### src/rtl/arinc_rx_pkg.sv
package arinc_rx_pkg;

   // line-state index inside the sampler bank
   localparam int LV_ONE  = 0;
   localparam int LV_ZERO = 1;
   localparam int LV_NULL = 2;
   localparam int LV_NUM  = 3;

   typedef enum logic [1:0] {
      ST_GAP   = 2'd0,   // waiting for an inter-word gap
      ST_READY = 2'd1,   // gap seen, waiting for a first bit
      ST_RECV  = 2'd2    // collecting bits
   } rx_state_e;

endpackage

### src/rtl/arinc_rx_tick.sv
module arinc_rx_tick #(
   parameter int LS_DIV = 8
) (
   input  logic clk,
   input  logic rst,
   input  logic hi_speed,
   output logic samp_en
);
   localparam int DIV_W = (LS_DIV > 2) ? $clog2(LS_DIV) : 1;
   localparam logic [DIV_W-1:0] DIV_LAST = DIV_W'(LS_DIV - 1);

   logic [DIV_W-1:0] div_q;

   always_ff @(posedge clk) begin
      if (rst)                  div_q <= '0;
      else if (div_q == DIV_LAST) div_q <= '0;
      else                      div_q <= div_q + DIV_W'(1);
   end

   assign samp_en = hi_speed | (div_q == '0);
endmodule

### src/rtl/arinc_rx_samplers.sv
module arinc_rx_samplers
   import arinc_rx_pkg::*;
#(
   parameter int SR_LEN = 10
) (
   input  logic                           clk,
   input  logic                           rst,
   input  logic                           samp_en,
   input  logic [LV_NUM-1:0]              lvl,
   output logic [LV_NUM-1:0][SR_LEN-1:0]  sr_o,
   output logic                           strobe_o
);
   // a sample is only meaningful when exactly one band is reported
   logic excl;
   assign excl = $onehot(lvl);

   for (genvar g = 0; g < LV_NUM; g++) begin : g_hist
      logic [SR_LEN-1:0] hist_q;
      always_ff @(posedge clk) begin
         if (rst)          hist_q <= '0;
         else if (samp_en) hist_q <= {hist_q[SR_LEN-2:0], lvl[g] & excl};
      end
      assign sr_o[g] = hist_q;
   end

   // marks the clock in which freshly shifted histories are visible
   always_ff @(posedge clk) begin
      if (rst) strobe_o <= 1'b0;
      else     strobe_o <= samp_en;
   end
endmodule

### src/rtl/arinc_rx_detect.sv
module arinc_rx_detect
   import arinc_rx_pkg::*;
#(
   parameter int SR_LEN = 10,
   parameter int RUN    = 3
) (
   input  logic                           clk,
   input  logic                           rst,
   input  logic                           strobe,
   input  logic [LV_NUM-1:0][SR_LEN-1:0]  sr_i,
   output logic                           bit_evt,
   output logic                           bit_val,
   output logic                           gap_null
);
   localparam int HALF = SR_LEN / 2;

   // true when v[base +: HALF] holds RUN consecutive ones
   function automatic logic run_at(input logic [SR_LEN-1:0] v, input int base);
      logic hit;
      logic all1;
      hit = 1'b0;
      for (int i = 0; i <= HALF - RUN; i++) begin
         all1 = 1'b1;
         for (int j = 0; j < RUN; j++) all1 = all1 & v[base + i + j];
         hit = hit | all1;
      end
      return hit;
   endfunction

   logic one_old, zero_old, null_new, null_old, cond, cond_q;

   // older samples sit in the upper half, newest in bit 0
   assign one_old  = run_at(sr_i[LV_ONE],  HALF);
   assign zero_old = run_at(sr_i[LV_ZERO], HALF);
   assign null_new = run_at(sr_i[LV_NULL], 0);
   assign null_old = run_at(sr_i[LV_NULL], HALF);

   assign cond = (one_old | zero_old) & null_new;

   always_ff @(posedge clk) begin
      if (rst)         cond_q <= 1'b0;
      else if (strobe) cond_q <= cond;
   end

   assign bit_evt  = strobe & cond & ~cond_q;
   assign bit_val  = one_old;
   assign gap_null = null_new & null_old;
endmodule

### src/rtl/arinc_rx_framer.sv
module arinc_rx_framer
   import arinc_rx_pkg::*;
#(
   parameter int WORD_BITS  = 32,
   parameter int MIN_SPC    = 8,
   parameter int MAX_SPC    = 12,
   parameter int GAP_PERIOD = 10,
   parameter int GAP_CHECKS = 3
) (
   input  logic                 clk,
   input  logic                 rst,
   input  logic                 strobe,
   input  logic                 bit_evt,
   input  logic                 bit_val,
   input  logic                 gap_null,
   output logic [WORD_BITS-1:0] word_o,
   output logic                 eos_o,
   output logic                 err_o
);
   localparam int SPC_W = $clog2(MAX_SPC + 2);
   localparam int NB_W  = $clog2(WORD_BITS + 1);
   localparam int GT_W  = $clog2(GAP_PERIOD);
   localparam int GC_W  = $clog2(GAP_CHECKS + 1);

   localparam logic [SPC_W-1:0] MIN_L   = SPC_W'(MIN_SPC);
   localparam logic [SPC_W-1:0] MAX_L   = SPC_W'(MAX_SPC);
   localparam logic [NB_W-1:0]  NB_LAST = NB_W'(WORD_BITS - 1);
   localparam logic [GT_W-1:0]  GT_LAST = GT_W'(GAP_PERIOD - 1);
   localparam logic [GC_W-1:0]  GC_LAST = GC_W'(GAP_CHECKS - 1);

   rx_state_e            state_q;
   logic [SPC_W-1:0]     spc_q;
   logic [NB_W-1:0]      nbits_q;
   logic [WORD_BITS-1:0] asm_q;
   logic [GT_W-1:0]      gtim_q;
   logic [GC_W-1:0]      gcnt_q;

   logic [SPC_W-1:0]     elapsed;
   logic [WORD_BITS-1:0] asm_nx;
   logic                 spc_ok;

   always_comb begin
      elapsed = spc_q + SPC_W'(1);
      asm_nx  = {bit_val, asm_q[WORD_BITS-1:1]};
      spc_ok  = (elapsed >= MIN_L) && (elapsed <= MAX_L);
   end

   always_ff @(posedge clk) begin
      if (rst) begin
         state_q <= ST_GAP;
         spc_q   <= '0;
         nbits_q <= '0;
         asm_q   <= '0;
         gtim_q  <= '0;
         gcnt_q  <= '0;
         word_o  <= '0;
         eos_o   <= 1'b0;
         err_o   <= 1'b0;
      end else begin
         eos_o <= 1'b0;
         err_o <= 1'b0;
         if (strobe) begin
            case (state_q)
               ST_GAP: begin
                  if (gtim_q == GT_LAST) begin
                     gtim_q <= '0;
                     if (!gap_null)              gcnt_q <= '0;
                     else if (gcnt_q == GC_LAST) begin
                        gcnt_q  <= '0;
                        state_q <= ST_READY;
                     end else                    gcnt_q <= gcnt_q + GC_W'(1);
                  end else begin
                     gtim_q <= gtim_q + GT_W'(1);
                  end
               end
               ST_READY: begin
                  if (bit_evt) begin
                     asm_q   <= asm_nx;
                     nbits_q <= NB_W'(1);
                     spc_q   <= '0;
                     state_q <= ST_RECV;
                  end
               end
               ST_RECV: begin
                  if ((bit_evt && !spc_ok) || (!bit_evt && elapsed > MAX_L)) begin
                     err_o   <= 1'b1;
                     state_q <= ST_GAP;
                     gtim_q  <= '0;
                     gcnt_q  <= '0;
                  end else if (bit_evt) begin
                     asm_q   <= asm_nx;
                     spc_q   <= '0;
                     nbits_q <= nbits_q + NB_W'(1);
                     if (nbits_q == NB_LAST) begin
                        word_o  <= asm_nx;
                        eos_o   <= 1'b1;
                        state_q <= ST_GAP;
                        gtim_q  <= '0;
                        gcnt_q  <= '0;
                     end
                  end else begin
                     spc_q <= elapsed;
                  end
               end
               default: state_q <= ST_GAP;
            endcase
         end
      end
   end
endmodule

### src/rtl/arinc_rx_bitval.sv
module arinc_rx_bitval
   import arinc_rx_pkg::*;
#(
   parameter int WORD_BITS  = 32,
   parameter int SR_LEN     = 10,
   parameter int RUN        = 3,
   parameter int MIN_SPC    = 8,
   parameter int MAX_SPC    = 12,
   parameter int GAP_PERIOD = 10,
   parameter int GAP_CHECKS = 3,
   parameter int LS_DIV     = 8
) (
   input  logic                 clk,
   input  logic                 rst,
   input  logic                 hi_speed,
   input  logic                 lvl_one,
   input  logic                 lvl_zero,
   input  logic                 lvl_null,
   output logic [WORD_BITS-1:0] rx_word,
   output logic                 rx_eos,
   output logic                 rx_err
);
   // elaboration-time parameter checks
   if (SR_LEN % 2 != 0 || RUN < 1 || RUN > SR_LEN / 2) begin : g_bad_hist
      $error("history length must be even and hold a run in each half");
   end
   if (MIN_SPC < 1 || MIN_SPC > MAX_SPC) begin : g_bad_spc
      $error("bit spacing window is empty");
   end
   if (WORD_BITS < 2 || LS_DIV < 2 || GAP_PERIOD < 2 || GAP_CHECKS < 1) begin : g_bad_misc
      $error("word, divider or gap parameters out of range");
   end

   logic                          samp_en;
   logic                          strobe;
   logic [LV_NUM-1:0][SR_LEN-1:0] sr;
   logic [LV_NUM-1:0]             lvl;
   logic [LV_NUM-1:0]             newest;
   logic                          bit_evt, bit_val, gap_null;

   always_comb begin
      lvl          = '0;
      lvl[LV_ONE]  = lvl_one;
      lvl[LV_ZERO] = lvl_zero;
      lvl[LV_NULL] = lvl_null;
      for (int i = 0; i < LV_NUM; i++) newest[i] = sr[i][0];
   end

   arinc_rx_tick #(.LS_DIV(LS_DIV)) u_tick (
      .clk(clk), .rst(rst), .hi_speed(hi_speed), .samp_en(samp_en)
   );

   arinc_rx_samplers #(.SR_LEN(SR_LEN)) u_samp (
      .clk(clk), .rst(rst), .samp_en(samp_en), .lvl(lvl),
      .sr_o(sr), .strobe_o(strobe)
   );

   arinc_rx_detect #(.SR_LEN(SR_LEN), .RUN(RUN)) u_det (
      .clk(clk), .rst(rst), .strobe(strobe), .sr_i(sr),
      .bit_evt(bit_evt), .bit_val(bit_val), .gap_null(gap_null)
   );

   arinc_rx_framer #(
      .WORD_BITS(WORD_BITS), .MIN_SPC(MIN_SPC), .MAX_SPC(MAX_SPC),
      .GAP_PERIOD(GAP_PERIOD), .GAP_CHECKS(GAP_CHECKS)
   ) u_frm (
      .clk(clk), .rst(rst), .strobe(strobe), .bit_evt(bit_evt),
      .bit_val(bit_val), .gap_null(gap_null),
      .word_o(rx_word), .eos_o(rx_eos), .err_o(rx_err)
   );
endmodule

### config.mk
export PLATFORM = sky130hd
export DESIGN_NAME = arinc_rx_bitval
export DESIGN_NICKNAME = d
export VERILOG_FILES = /design/src/rtl/arinc_rx_pkg.sv /design/src/rtl/arinc_rx_tick.sv /design/src/rtl/arinc_rx_samplers.sv /design/src/rtl/arinc_rx_detect.sv /design/src/rtl/arinc_rx_framer.sv /design/src/rtl/arinc_rx_bitval.sv
export SDC_FILE = /design/constraint.sdc
export NUM_CORES = 1
export LEC_CHECK = 0
export BUFFER_PORTS_ARGS = -buffer_cell sky130_fd_sc_hd__buf_2
export CORE_AREA = 4 4 131 133
export CTS_CLUSTER_DIAMETER = 60
export DETAILED_ROUTE_END_ITERATION = 6
export DIE_AREA = 0 0 135 137
export PLACE_DENSITY = 0.59
export SLEW_MARGIN = 10
export SYNTH_ARGS = -nofsm -noshare
export SYNTH_HDL_FRONTEND = slang
export SYNTH_SLANG_ARGS = --single-unit
export TNS_END_PERCENT = 10
### constraint.sdc
create_clock -name clk -period 2.3 [get_ports clk]
set_input_delay 0 -clock clk [delete_from_list [all_inputs] [get_ports clk]]
set_output_delay 0 -clock clk [all_outputs]
set_load 0.03 [all_outputs]
==> tab_implementation.tex, run 1 <==
\begin{tabular}{lr}
\hline
Metric & Value \\
\hline
\multicolumn{2}{l}{\textbf{Run status}} \\
\quad Run status & finished, final reports clean \\
\multicolumn{2}{l}{\textbf{STA}} \\
\quad Sum of negative setup slack & 0 ns \\
\quad Final period utilization & a little over nine tenths \\
\quad Total count of hold-check failures in the final report & 0 \\
\quad Relative max-transition margin & a little over two fifths \\
\quad Final setup fails & 0 \\
\quad Worst-case clock skew & 0.00767 ns \\
\quad Max Fclk & approximately 460 MHz \\
\quad Setup repair after global routing missed its margin & false \\
\quad Final Max Slew Viols & 0 \\
\quad Transition at the pin with the smallest max-transition slack & 0.869 ns \\
\quad Time the worst path needs with I/O delays and setup & 2.19 ns \\
\multicolumn{2}{l}{\textbf{Place}} \\
\quad GP Congestion & 0.722 \\
\quad HPWL after detailed placement & roughly 6.4 mm \\
\quad Count of port buffers added during placement & 39 \\
\multicolumn{2}{l}{\textbf{Pwr}} \\
\quad Sequential group share of total power & between 40\% and 50\% \\
\quad Clock power share & 54.8\% \\
\quad Proportion of power drawn by combinational gates & 2.8\% \\
\quad Cell-internal power & a little under 4000 µW \\
\quad Maximum ir drop on the vdd rail & 0.596 mV \\
\quad Leak & roughly 0.0023 µW \\
\quad Switching power summed over all nets & 1020 µW \\
\quad Power density over the cells & 839 nW/µm² \\
\quad Total design power & 4890 µW \\
\quad Switching share of power & 20.9\% \\
\multicolumn{2}{l}{\textbf{Floorplanning}} \\
\quad Chip Height & 137 µm \\
\quad Die area & 18,500 µm² \\
\quad Width of the die & 135 µm \\
\quad CORE AREA & 15,800 µm² \\
\quad Core Rows & 46 \\
\quad Initial core utilization & 29.7\% \\
\quad Number of top-level pins & 40 \\
\multicolumn{2}{l}{\textbf{Worst setup path}} \\
\quad Crit path max fanout & 5 \\
\quad Slowest-stage cell, CP & sky130\_fd\_sc\_hd\_\_or4\_4 \\
\quad Worst endpoint required time & 2.63 ns \\
\quad Largest stage delay, worst path & 0.55 ns \\
\quad Arrival time worst endpoint & 2.52 ns \\
\quad Cells along the critical path & a21oi\_1 -> or4\_4 -> a2111oi\_4 -> buf\_4 -> nor2\_4 -> or4\_1 -> a21oi\_1 \\
\quad Worst setup EP type & register \\
\quad Launching element type of the critical path & register \\
\quad Category of the critical setup timing path & reg -> reg \\
\quad Most frequent cell on the critical path & sky130\_fd\_sc\_hd\_\_a21oi\_1 \\
\multicolumn{2}{l}{\textbf{Global route}} \\
\quad Via count of the first global-routing pass & 3,698 \\
\quad Largest net degree at the start of global routing & just over 60 \\
\quad Initial antenna violation count & 0 \\
\quad Global-route wire length before repair & 16.6 mm \\
\quad Total global routing overflow & 0 \\
\quad Overall fraction of global-route tracks in use & 10.9\% \\
\multicolumn{2}{l}{\textbf{Clocking}} \\
\quad Master cell of the clock root buffer & sky130\_fd\_sc\_hd\_\_clkbuf\_16 \\
\quad Number of levels in the clock H-tree & 4 \\
\quad Num CTS Buffers & 17 \\
\quad Clock transition at the registers of the reported paths & 0.05 ns \\
\quad CTS tree & built \\
\quad Number of buffers on the longest clock path & 2 \\
\quad Number of sinks on the clock net & $\sim$120 \\
\quad Clock network latency to the later pin of the worst-skew pair & 0.40 ns \\
\multicolumn{2}{l}{\textbf{Yosys}} \\
\quad Synth top area cells & sky130\_fd\_sc\_hd\_\_dfxtp\_1 50\%, sky130\_fd\_sc\_hd\_\_nand2\_1 11\%, sky130\_fd\_sc\_hd\_\_a21oi\_1 8.0\% \\
\quad Number of register bits inferred by synthesis & 118 \\
\quad Synth top area share & 50.3\% \\
\quad Post-synthesis cell type with the largest combined area & sky130\_fd\_sc\_hd\_\_dfxtp\_1 \\
\quad Synthesis Warnings & 0 \\
\quad Share of synthesized registers carrying an async set or reset & 0\% \\
\quad Net count after synthesis & 567 \\
\quad Most frequent cells after synthesis & 135 x sky130\_fd\_sc\_hd\_\_nand2\_1, 118 x sky130\_fd\_sc\_hd\_\_dfxtp\_1, 75 x sky130\_fd\_sc\_hd\_\_a21oi\_1, 44 x sky130\_fd\_sc\_hd\_\_nor2\_1, 31 x sky130\_fd\_sc\_hd\_\_mux2i\_1 \\
\quad Netlist area before placement & approximately 4700 µm² \\
\quad Synthesized area per cell & about 8.6 µm² \\
\quad Dominant cell by count in the synthesized netlist & sky130\_fd\_sc\_hd\_\_nand2\_1 \\
\quad Sequential fraction of the synthesis area & around 50\% \\
\quad Synthesized netlist cell count & 548 \\
\quad Count of cell types in the netlist & 48 \\
\quad EDFF count, synth & 0 \\
\quad Top flip-flop cell by instance count after synthesis & sky130\_fd\_sc\_hd\_\_dfxtp\_1 \\
\multicolumn{2}{l}{\textbf{Route}} \\
\quad Via count & around 3,700 \\
\quad 1st-iter DRT viols & 273 \\
\quad Wire per inst & between 10 and 15 µm \\
\quad Total length of routed wires & 9.66 mm \\
\quad Remaining DRCs & 0 \\
\quad Number of nets with antenna violations after routing & 0 \\
\quad Via density per instance & 4.56 \\
\quad First drt pass iteration count & 4 \\
\multicolumn{2}{l}{\textbf{Worst hold path}} \\
\quad Worst min-delay path category & in -> reg \\
\multicolumn{2}{l}{\textbf{Cells and area}} \\
\quad End-of-flow core utilization & 36.8\% \\
\quad Area added between synthesis and finish & 24.0\% \\
\quad Count of antenna diodes in the layout & 0 \\
\quad Fraction of final layout cells with drive strength greater than 1 & 15.7\% \\
\quad \# nets final & 612 \\
\quad Number of filler cells placed in the layout & 1,618 \\
\multicolumn{2}{l}{\textbf{Run}} \\
\quad \# Max-Cap Violations & 0 \\
\hline
\end{tabular}
power groups by stage:
stage | registers (µW) | clock network (µW) | logic (µW)
4_1_cts | 2070 | 2740 | 139
5_1_grt | 2080 | 2850 | 157
3_5_place_dp | 2120 | 0 | 134
2_1_floorplan | 2120 | 0 | 98.5
6_report | 2070 | 2680 | 137
3_3_place_gp | 2120 | 0 | 131
cells by family after synthesis:
kind of cell,synth area share (%)
adders and majority gates,3.62
AOI/OAI and AO/OA,15.0
xor gates and xnor gates,1.12
DFF,50.3
and+or+nand+nor,19.7
buffers and inverters,3.65
muxes,6.61
timing repair:
action                                  in CTS  in global routing
buffers inserted                             0                  1
resized for setup                            0                  7
hold buffers                                 3                  0
endpoints found under the setup margin       0                 53
endpoints found under the hold margin        3                  0
cell usage in the layout, fill, tap and decap left out, types with 12 or more instances in the layout:
cell type	Yosys	final
sky130_fd_sc_hd__a21oi_1	75	74
sky130_fd_sc_hd__buf_2	5	38
sky130_fd_sc_hd__buf_4	0	12
sky130_fd_sc_hd__clkbuf_16	0	17
sky130_fd_sc_hd__dfxtp_1	118	116
sky130_fd_sc_hd__ha_1	12	12
sky130_fd_sc_hd__inv_1	15	15
sky130_fd_sc_hd__mux2i_1	31	31
sky130_fd_sc_hd__nand2_1	135	135
sky130_fd_sc_hd__nor2_1	44	44
stage by stage:
stage / worst slack, ns / cell area (µm²) / std cells / hold slack, ns
after floorplan: 0.0858 / 4700 / 548 / 0.152
after global placement: 0.129 / 5160 / 786 / 0.281
after detailed placement: 0.0465 / 5160 / 786 / 0.278
after CTS: 0.0293 / 5800 / 821 / 0.0744
after global routing: 0.00979 / 5820 / 822 / 0.126
final: 0.108 / 5820 / 822 / 0.0793
routing by layer:
layer / vias up / wire (µm) / track usage (%)
li1: 1945 / - / -
met1: 1746 / 4600 / 13.5
met2: 54 / 4710 / 18.0
met3: 2 / 322 / 2.94
met4: 0 / 22 / 4.31
met5: - / 0 / 0
critical path, delay by kind of cell, from the launching register on:
kind	cells	cell delay, ns
compound gates	3	0.52
buf+inv	1	0.19
flops	1	0.36
simple gates	3	1.07
worst paths after layout:
path	startpoint	end	slack (ns)	cells past startpoint
worst min register to register	u_tick.div_q[0]	u_tick.div_q[0]	0.45	1
worst min-delay path	rst	u_frm.gtim_q[0]	0.08	2
worst max register to register	u_samp.g_hist[2].hist_q[3]	u_frm.nbits_q[3]	0.11	7
worst max-delay path	u_samp.g_hist[2].hist_q[3]	u_frm.nbits_q[3]	0.11	7
registers in the layout (all words and copies together), names as in the netlist:
name                  flops
u_det.cond_q              1
u_frm.err_o               1
u_tick.div_q              3
u_frm.asm_q              31
u_frm.state_q             2
u_samp.g_hist.hist_q     30
u_frm.eos_o               1
u_frm.nbits_q             6
u_frm.spc_q               4
u_samp.strobe_o           1
u_frm.gtim_q              4
u_frm.word_o             32
u_frm.gcnt_q              2
cell type report:
cell class	instances	area, µm²	share of cell area, %
inverter	15	56.3	0.967
sequential	118	2360	40.6
clock inverter	11	149	2.56
timing repair buffer	55	342	5.87
multi-input combinational	386	2180	37.5
clock buffer	21	460	7.91
tap	216	270	4.64
Power figures use the tool's default switching activity.
==> inputs of run 2 (changes only) <==
- CORE_AREA: 4 4 131 133 -> 4 4 117 147
- DIE_AREA: 0 0 135 137 -> 0 0 121 151
==> tab_implementation.tex, run 2 (same netlist as run 1, synthesis figures left out) <==
\begin{tabular}{lr}
\hline
Metric & Value \\
\hline
\multicolumn{2}{l}{\textbf{STA}} \\
\quad Max Fclk & 451 MHz \\
\quad Relative max-transition margin & 59.8\% \\
\quad Total count of hold-check failures in the final report & 0 \\
\quad Final Max Slew Viols & 0 \\
\quad Final period utilization & 96.5\% \\
\quad Final setup fails & 0 \\
\quad Transition at the pin with the smallest max-transition slack & 0.602 ns \\
\quad Worst-case clock skew & roughly 0.0099 ns \\
\quad Time the worst path needs with I/O delays and setup & 2.22 ns \\
\multicolumn{2}{l}{\textbf{Worst setup path}} \\
\quad Arrival time worst endpoint & 2.55 ns \\
\quad Cell depth of the worst flop-to-flop path & 7 \\
\quad Cells along the critical path & nor2\_1 -> or4\_4 -> a2111oi\_4 -> buf\_4 -> nor2\_4 -> or4\_1 -> a21oi\_1 \\
\quad Register-to-register setup slack & between 0.08 and 0.09 ns \\
\quad Launching element type of the critical path & register \\
\quad Startpoint of the worst-slack reg-to-reg timing path & u\_samp.g\_hist[2].hist\_q[0] \\
\quad Category of the critical setup timing path & reg -> reg \\
\quad Worst endpoint required time & 2.63 ns \\
\quad Worst setup EP type & register \\
\quad Largest stage delay, worst path & about 0.52 ns \\
\quad Crit path max fanout & 4 \\
\quad Worst reg2reg endpoint & u\_frm.nbits\_q[3] \\
\quad Slowest-stage cell, CP & sky130\_fd\_sc\_hd\_\_or4\_4 \\
\multicolumn{2}{l}{\textbf{Floorplanning}} \\
\quad Number of top-level pins & 40 \\
\quad Chip Height & 151 µm \\
\quad Die area & 18,300 µm² \\
\quad Initial core utilization & about 30\% \\
\quad CORE AREA & around 16,000 µm² \\
\quad Width of the die & about 120 µm \\
\quad Core Rows & 52 \\
\multicolumn{2}{l}{\textbf{Clocking}} \\
\quad CTS tree & built \\
\quad Clock network latency to the later pin of the worst-skew pair & a little over 0.4 ns \\
\quad Number of levels in the clock H-tree & 4 \\
\quad Num CTS Buffers & 17 \\
\quad Number of buffers on the longest clock path & 2 \\
\quad Clock transition at the registers of the reported paths & 0.05 ns \\
\quad Number of sinks on the clock net & 118 \\
\quad Master cell of the clock root buffer & sky130\_fd\_sc\_hd\_\_clkbuf\_16 \\
\multicolumn{2}{l}{\textbf{Cells and area}} \\
\quad Number of filler cells placed in the layout & 1,609 \\
\quad End-of-flow core utilization & between 30\% and 40\% \\
\quad Area added between synthesis and finish & 23.1\% \\
\quad Register ranked first by flip-flop count & u\_frm.word\_o \\
\quad Fraction of final layout cells with drive strength greater than 1 & roughly 15\% \\
\quad Most frequent cells in the layout & 135 x sky130\_fd\_sc\_hd\_\_nand2\_1, 115 x sky130\_fd\_sc\_hd\_\_dfxtp\_1, 74 x sky130\_fd\_sc\_hd\_\_a21oi\_1, 44 x sky130\_fd\_sc\_hd\_\_nor2\_1, 38 x sky130\_fd\_sc\_hd\_\_buf\_2 \\
\quad Largest registers & u\_frm.word\_o x32, u\_frm.asm\_q x31, u\_samp.g\_hist.hist\_q x30 \\
\quad Combined area of the multi-input logic cells & 2180 µm² \\
\quad Count of antenna diodes in the layout & 0 \\
\quad \# nets final & slightly above 600 \\
\quad Most common cell after layout, fill and taps aside & sky130\_fd\_sc\_hd\_\_nand2\_1 \\
\quad Number of standard cells in the final layout excluding fillers & 819 \\
\quad Sequential cell area & 2370 µm² \\
\quad Number of flip-flops in the largest register & 32 \\
\multicolumn{2}{l}{\textbf{Route}} \\
\quad First drt pass iteration count & 4 \\
\quad Number of nets with antenna violations after routing & 0 \\
\quad Via count & roughly 3,800 \\
\quad Via density per instance & 4.65 \\
\quad Wire per inst & 12.2 µm \\
\quad 1st-iter DRT viols & 143 \\
\quad Remaining DRCs & 0 \\
\quad Total length of routed wires & 10.0 mm \\
\multicolumn{2}{l}{\textbf{Worst hold path}} \\
\quad Start point of the worst min-delay path & rst \\
\quad Worst min-delay path category & in -> reg \\
\quad Worst Hold Endpoint & u\_frm.eos\_o \\
\quad Cell depth of the worst hold path & 2 \\
\multicolumn{2}{l}{\textbf{Place}} \\
\quad Placed Cells incl. Taps & 783 \\
\quad HPWL after detailed placement & roughly 6.7 mm \\
\quad Count of port buffers added during placement & 39 \\
\quad GP Congestion & approximately 0.76 \\
\multicolumn{2}{l}{\textbf{Pwr}} \\
\quad Maximum ir drop on the vdd rail & 0.518 mV \\
\quad Leak & 0.00234 µW \\
\quad Power density over the cells & approximately 800 nW/µm² \\
\multicolumn{2}{l}{\textbf{Global route}} \\
\quad Overall fraction of global-route tracks in use & between 10\% and 20\% \\
\quad Largest net degree at the start of global routing & just over 60 \\
\quad Initial antenna violation count & 0 \\
\quad Total global routing overflow & 0 \\
\quad Global-route wire length before repair & 16.9 mm \\
\quad Via count of the first global-routing pass & 3,765 \\
\multicolumn{2}{l}{\textbf{Run}} \\
\quad \# Max-Cap Violations & 0 \\
\multicolumn{2}{l}{\textbf{Run status}} \\
\quad Run status & finished, final reports clean \\
\hline
\end{tabular}
-- run 2: changes by cell type in the layout (fill, tap and decap cells not counted), sizes merged --
cell      delta
buf          -3
bufinv       -2
clkinvlp     -2
clkinv       +2
clkbuf       +3
inv          -1
-- run 2: through the flow --
step	instance area [µm²]	hold slack [ns]	setup TNS [ns]	total power, µW	setup WS [ns]
finish	5780	0.0774	0	4650	0.0806
global route	5780	0.107	-0.00338	4830	-0.00338
CTS	5740	0.0772	0	4710	0.0355
detailed placement	5150	0.281	0	2260	0.0518
global placement	5150	0.274	0	2250	0.0948
floorplan	4700	0.152	0	2210	0.0858
-- run 2: what timing repair did --
action                     in CTS  in global routing
setup endpoints to repair       0                 64
setup buffers                   0                  1
hold buffers                    3                  0
hold endpoints to repair        3                  0
gates resized for setup         0                  8
-- run 2: critical path: cells and delay by family, from the launching register on --
family          cells  cell delay [ns]
compound gates      2             0.42
buf+inv             1             0.19
flops               1             0.38
simple gates        4             1.15
-- run 2: area by class of cell --
type / instances / share of cell area [%]
tap: 216 / 4.68
inverter: 15 / 0.974
clock buffer: 23 / 8.27
multi-input combinational: 386 / 37.7
sequential: 118 / 40.9
timing repair buffer: 53 / 6.10
clock inverter: 8 / 1.30
-- run 2: layer usage --
metal / wire length (µm) / global-route usage (%) / up-vias
met3: 277 / 3.21 / 15
met1: 4390 / 12.5 / 1797
met4: 223 / 5.78 / 0
met5: 0 / 0 / -
met2: 5130 / 19.8 / 54
li1: - / - / 1941
-- run 2: how the worst max path moves through the flow --
stage | endpoint | slack, ns | cells after the start | startpoint
2_1_floorplan | u_frm.nbits_q[3] | 0.09 | 6 | u_samp.g_hist[2].hist_q[3]
3_3_place_gp | u_frm.nbits_q[3] | 0.09 | 7 | u_frm.spc_q[0]
3_5_place_dp | u_frm.word_o[26] | 0.05 | 8 | u_frm.spc_q[0]
4_1_cts | u_frm.state_q[0] | 0.04 | 6 | u_samp.g_hist[0].hist_q[6]
5_1_grt | u_frm.nbits_q[3] | -0.003 | 7 | u_samp.g_hist[2].hist_q[3]
6_report | u_frm.nbits_q[3] | 0.08 | 7 | u_samp.g_hist[2].hist_q[0]
-- run 2: power breakdown --
group / internal [µW] / total (µW) / switching, µW
sequential: 2060 / 2080 / 13.2
clock: 1560 / 2440 / 880
combinational: 41.7 / 140 / 98.5
total: 3660 / 4650 / 991
